==> src/rtl/cdiv_pkg.sv <==
package cdiv_pkg;

    localparam int CTRL_W    = 4;
    localparam int MAX_RATIO = 4;
    localparam int RATIO_W   = $clog2(MAX_RATIO + 1);
    localparam int CNT_W     = $clog2(MAX_RATIO);

    // Control register layout: [3] source, [2:1] rate code, [0] enable
    typedef struct packed {
        logic       src_pll;
        logic [1:0] rate;
        logic       en;
    } ctrl_t;

    typedef struct packed {
        logic [CNT_W-1:0]   cnt;
        logic [RATIO_W-1:0] act_ratio;
        logic               act_src;
        logic               pulse;
    } cnt_state_t;

endpackage

==> src/rtl/cdiv_ctrl_reg.sv <==
module cdiv_ctrl_reg
    import cdiv_pkg::*;
(
    input  logic              clk,
    input  logic              rst,
    input  logic              wr_en_i,
    input  logic [CTRL_W-1:0] wr_data_i,
    output ctrl_t             ctrl_o
);

    ctrl_t ctrl_d, ctrl_q;

    always_comb begin
        ctrl_d = ctrl_q;
        if (wr_en_i) begin
            ctrl_d = ctrl_t'(wr_data_i);
        end
    end

    always_ff @(posedge clk) begin
        if (rst) begin
            ctrl_q <= '0;
        end else begin
            ctrl_q <= ctrl_d;
        end
    end

    assign ctrl_o = ctrl_q;

    // written value readable the next cycle
    p_write_lands_r8: assert property (@(posedge clk) disable iff (rst)
        wr_en_i |=> (ctrl_q == ctrl_t'($past(wr_data_i))));

endmodule

==> src/rtl/cdiv_ratio_dec.sv <==
module cdiv_ratio_dec
    import cdiv_pkg::*;
(
    input  ctrl_t              ctrl_i,
    output logic [RATIO_W-1:0] ratio_o
);

    // Rate code c selects a divide of c+1; the PLL source always divides by the maximum
    always_comb begin
        if (ctrl_i.src_pll) begin
            ratio_o = RATIO_W'(MAX_RATIO);
        end else begin
            ratio_o = RATIO_W'(ctrl_i.rate) + RATIO_W'(1);
        end
    end

endmodule

==> src/rtl/cdiv_counter.sv <==
module cdiv_counter
    import cdiv_pkg::*;
(
    input  logic               clk,
    input  logic               rst,
    input  logic               en_i,
    input  logic [RATIO_W-1:0] req_ratio_i,
    input  logic               req_src_i,
    input  logic               dir_tick_i,
    input  logic               pll_tick_i,
    output logic               pulse_o,
    output logic [RATIO_W-1:0] ratio_o
);

    cnt_state_t st_d, st_q;

    logic               idle;
    logic [RATIO_W-1:0] eff_ratio;
    logic               eff_src;
    logic               tick;
    logic               hit;

    always_comb begin
        // A new configuration is accepted only while the counter sits at zero
        idle      = (st_q.cnt == '0);
        eff_ratio = idle ? req_ratio_i : st_q.act_ratio;
        eff_src   = idle ? req_src_i   : st_q.act_src;
        tick      = eff_src ? pll_tick_i : dir_tick_i;
        hit       = en_i && tick &&
                    (RATIO_W'(st_q.cnt) == (eff_ratio - RATIO_W'(1)));

        st_d       = st_q;
        st_d.pulse = hit;
        if (!en_i) begin
            st_d.cnt = '0;
        end else if (tick) begin
            if (idle) begin
                st_d.act_ratio = eff_ratio;
                st_d.act_src   = eff_src;
            end
            st_d.cnt = hit ? '0 : (st_q.cnt + CNT_W'(1));
        end
    end

    always_ff @(posedge clk) begin
        if (rst) begin
            st_q.cnt       <= '0;
            st_q.act_ratio <= RATIO_W'(1);
            st_q.act_src   <= 1'b0;
            st_q.pulse     <= 1'b0;
        end else begin
            st_q <= st_d;
        end
    end

    assign pulse_o = st_q.pulse;
    assign ratio_o = eff_ratio;

    // disabled counter issues nothing in the following cycle
    p_quiet_when_off_r2: assert property (@(posedge clk) disable iff (rst)
        !en_i |=> !st_q.pulse);

    // counter parked at zero while disabled
    p_held_zero_r2: assert property (@(posedge clk) disable iff (rst)
        !en_i |=> (st_q.cnt == '0));

    // a running count stays below its period length
    p_cnt_bound_r3: assert property (@(posedge clk) disable iff (rst)
        (st_q.cnt != '0) |-> (RATIO_W'(st_q.cnt) < st_q.act_ratio));

    // a latched PLL period always divides by the maximum
    p_pll_forces_max_r4: assert property (@(posedge clk) disable iff (rst)
        st_q.act_src |-> (st_q.act_ratio == RATIO_W'(MAX_RATIO)));

    // configuration frozen inside a period
    p_frozen_mid_period_r6: assert property (@(posedge clk) disable iff (rst)
        (st_q.cnt != '0) |=> ($stable(st_q.act_ratio) && $stable(st_q.act_src)));

    // a pulse always marks a wrap back to zero
    p_pulse_at_wrap_r9: assert property (@(posedge clk) disable iff (rst)
        st_q.pulse |-> (st_q.cnt == '0));

endmodule

==> src/rtl/coreclk_div.sv <==
module coreclk_div
    import cdiv_pkg::*;
(
    input  logic               clk,
    input  logic               rst,
    input  logic               wr_en_i,
    input  logic [CTRL_W-1:0]  wr_data_i,
    output logic [CTRL_W-1:0]  rd_data_o,
    input  logic               dir_tick_i,
    input  logic               pll_tick_i,
    output logic               core_en_o,
    output logic [RATIO_W-1:0] ratio_o
);

    ctrl_t              ctrl;
    logic [RATIO_W-1:0] req_ratio;

    cdiv_ctrl_reg u_ctrl (
        .clk       (clk),
        .rst       (rst),
        .wr_en_i   (wr_en_i),
        .wr_data_i (wr_data_i),
        .ctrl_o    (ctrl)
    );

    cdiv_ratio_dec u_dec (
        .ctrl_i  (ctrl),
        .ratio_o (req_ratio)
    );

    cdiv_counter u_cnt (
        .clk         (clk),
        .rst         (rst),
        .en_i        (ctrl.en),
        .req_ratio_i (req_ratio),
        .req_src_i   (ctrl.src_pll),
        .dir_tick_i  (dir_tick_i),
        .pll_tick_i  (pll_tick_i),
        .pulse_o     (core_en_o),
        .ratio_o     (ratio_o)
    );

    assign rd_data_o = CTRL_W'(ctrl);

    // reported ratio always within 1..MAX_RATIO
    p_ratio_range_r7: assert property (@(posedge clk) disable iff (rst)
        (ratio_o >= RATIO_W'(1)) && (ratio_o <= RATIO_W'(MAX_RATIO)));

endmodule

==> config.mk <==
export PLATFORM = sky130hd
export DESIGN_NAME = coreclk_div
export DESIGN_NICKNAME = d
export VERILOG_FILES = /design/src/rtl/cdiv_pkg.sv /design/src/rtl/cdiv_ctrl_reg.sv /design/src/rtl/cdiv_ratio_dec.sv /design/src/rtl/cdiv_counter.sv /design/src/rtl/coreclk_div.sv
export SDC_FILE = /design/constraint.sdc
export NUM_CORES = 1
export LEC_CHECK = 0
export BUFFER_PORTS_ARGS = -buffer_cell sky130_fd_sc_hd__buf_4
export CAP_MARGIN = 40
export CELL_PAD_IN_SITES_DETAIL_PLACEMENT = 1
export CELL_PAD_IN_SITES_GLOBAL_PLACEMENT = 2
export CORE_MARGIN = 2
export CORE_UTILIZATION = 29
export CTS_CLUSTER_DIAMETER = 120
export CTS_CLUSTER_SIZE = 14
export DETAILED_ROUTE_END_ITERATION = 10
export PLACE_DENSITY = 0.76
export SLEW_MARGIN = 10
export SYNTH_ARGS = -nofsm -noshare
export SYNTH_HDL_FRONTEND = slang
export SYNTH_SLANG_ARGS = --single-unit
==> constraint.sdc <==
create_clock -name clk -period 2.4 [get_ports clk]
set_input_delay 0.36 -clock clk [delete_from_list [all_inputs] [get_ports clk]]
set_output_delay 0.36 -clock clk [all_outputs]
set_load 0.01 [all_outputs]
==> results.sh <==
export IMPL_grt_start_max_net_pins=11
export IMPL_grt_antenna_before_repair=0
export IMPL_path_cells="ha_1 -> nor2b_1 -> mux2i_1 -> ha_1 -> xor2_1 -> o21ai_0 -> nor4_2 -> o22ai_1"
export IMPL_post_cts_buffers=0
export IMPL_critPathCaptureType="register"
export IMPL_drv_cap=0
export IMPL_worstPathArrival_ps=2330
export IMPL_ys_seq_elements=11
export IMPL_worst_slew_pin_slew_ps=310
export IMPL_cpMaxStageDelayCell="dfxtp_1"
export IMPL_clkTransAtPathRegs_ps=80
export IMPL_die_area_um2=2510
export IMPL_syn_cell_area_um2=616
export IMPL_gp_congestion=0.764
export IMPL_placed_cells=104
export IMPL_grt_usage_pct=12.1
export IMPL_cts_buffers=3
export IMPL_syn_nets=79
export IMPL_area_growth_pct=24.0
export IMPL_grt_pass1_vias=537
export IMPL_hold_viol=0
export IMPL_async_flop_share_pct=0
export IMPL_ios=17
export IMPL_critPathTopFamily="adder cells"
export IMPL_cts_tree="done"
export IMPL_critPathBufInv=0
export IMPL_die_h_um=50.1
export IMPL_yosys_area_top_type="dfxtp_1"
export IMPL_yosys_top_cells_area="dfxtp_1 36%, mux2i_1 13%, ha_1 6.1%"
export IMPL_gr_total_overflow=0
export IMPL_ir_worst_vdd_uv=253
export IMPL_clk_latency_ps=270
export IMPL_maxSlewHeadroom_pct=79.2
export IMPL_dpl_hpwl_um=1020
export IMPL_crit_type="register to register"
export IMPL_fin_nets=94
export IMPL_clk_path_buf_depth=2
export IMPL_drv_slew=0
export IMPL_layout_drive_gt1_share_pct=30.9
export IMPL_tns_ps=0
export IMPL_crit_path_start_kind="register"
export IMPL_coreArea_um2=1980
export IMPL_p_per_area_nw_per_um2=545
export IMPL_initial_core_util_pct=31.1
export IMPL_syn_inst=67
export IMPL_setup_violations=0
export IMPL_drt_iter0_markers=5
export IMPL_period_share_pct=91.0
export IMPL_avgSynthCellArea_um2=9.19
export IMPL_outcome="finished, final reports clean"
export IMPL_die_w_um=50.1
export IMPL_power_uw=416
export IMPL_cp_data_required_time_ps=2550
export IMPL_drtPass1Iterations=4
export IMPL_leakage_uw=0.000351
export IMPL_instances_no_fill=108
export IMPL_drt_total_wl_um=1310
export IMPL_vias_per_cell=4.75
export IMPL_rsz0062_at_grt="no"
export IMPL_synthFlopType="dfxtp_1"
export IMPL_yosys_warnings=0
export IMPL_yosys_cell_count_top_type="dfxtp_1"
export IMPL_path_common_cell="ha_1"
export IMPL_htreeDepth=1
export IMPL_rows=16
export IMPL_yosysUniqueCellTypes=24
export IMPL_seq_area_frac_synth_pct=35.8
export IMPL_synth_edf_count=0
export IMPL_wl_per_cell_um=12.1
export IMPL_fill_cells=232
export IMPL_timing_fmax_ghz=0.458
export IMPL_worstHoldPathType="input port to register"
export IMPL_grt_pass1_wl_um=2300
export IMPL_vias=513
export IMPL_portBuffers=16
export IMPL_finalCriticalPeriod_ps=2180
export IMPL_synth_common_cells="11 x dfxtp_1, 10 x nor2_1, 8 x mux2i_1"
export IMPL_clkSinkCount=11
export IMPL_drc=0
export IMPL_cp_max_fo=5
export IMPL_antenna_cells=0
export IMPL_clock_skew_ps=7.11
export IMPL_slowest_delay_ps=420
export IMPL_synth_top_cell_area_share_pct=35.8
export IMPL_root_buffer="clkbuf_4"
export IMPL_drtAntennaViolNets=0
[final cells by class]
class                      count  area (um^2)  area share, %
tap                           27         33.8           4.43
inverter                       5         18.8           2.46
multi-input combinational     45          344           45.1
timing repair buffer          16          120           15.7
clock buffer                   4         26.3           3.44
sequential                    11          220           28.9
[tightest hold or removal path: stages]
cell and delay (ps):
buf_4 80, mux2i_1 50, nor2_1 70
[routing by layer]
metal	GRT usage, %	vias up	share of wire (%)
met5	0	-	0
met1	14.7	238	44
li1	-	256	-
met2	19.3	15	49
met4	8.33	0	2.1
met3	1.82	4	4.9
[report_power, final]
part           switching, uW  internal, uW
sequential              7.81           190
clock                   65.3          64.4
combinational           41.5          47.4
[cells in the final DEF, fill, tap and decap left out, drive strengths merged]
cell type | Yosys | routed
mux2i | 8 | 8
o21ai | 1 | 1
o2bb2ai | 1 | 1
a211oi | 1 | 1
nand3 | 2 | 2
nor2b | 4 | 4
inv | 5 | 5
buf | 4 | 16
ha | 3 | 3
o22ai | 3 | 3
a21oi | 1 | 1
mux2 | 2 | 2
nand2 | 3 | 3
and3 | 1 | 1
a211o | 1 | 1
xor2 | 1 | 1
a2bb2oi | 1 | 1
dfxtp | 11 | 11
nor4 | 1 | 1
clkbuf | 2 | 4
nor2 | 10 | 10
and3b | 1 | 1
[sequential cells by signal, summed over array words and instances, names as in the netlist]
register,flops
u_cnt.pulse_o,1
u_cnt.st_q,6
u_ctrl.ctrl_o,4
[metrics by stage]
step                utilization (%)  hold WS (ps)  worst slack [ps]  area [um^2]
floorplan                         -           460               345          616
global placement               36.6           474               132          724
detailed placement             36.6           487              77.3          724
CTS                            37.9           316              68.2          751
global route                   38.5           341              6.30          763
finish                         38.5           319               216          763
[worst paths after layout]
path	startpoint	endpoint	slack (ps)	cells past startpoint
max	u_ctrl.ctrl_o[1]	u_cnt.st_q[5]	220	8
min reg2reg	u_cnt.st_q[1]	u_cnt.st_q[1]	500	2
min	wr_data_i[3]	u_ctrl.ctrl_o[3]	320	3
max reg2reg	u_ctrl.ctrl_o[1]	u_cnt.st_q[5]	220	8
[logic make-up after synthesis]
kind of cell             count (synthesis)  share of synthesized area (%)
AND/OR/NAND/NOR                         22                           18.9
buffers and inverters                   11                           10.4
flip-flops                              11                           35.8
multiplexers                            10                           17.3
AO/OA/AOI/OAI                            9                           10.2
adder cells (fa/ha/maj)                  3                           6.10
XOR/XNOR                                 1                           1.42
[repair_timing]
action                                  4_1_cts  5_1_grt
endpoints found under the setup margin        0        3
resized for setup                             0        3
hold buffers                                  0        0
No activity file was read; power rests on OpenSTA's default activity.
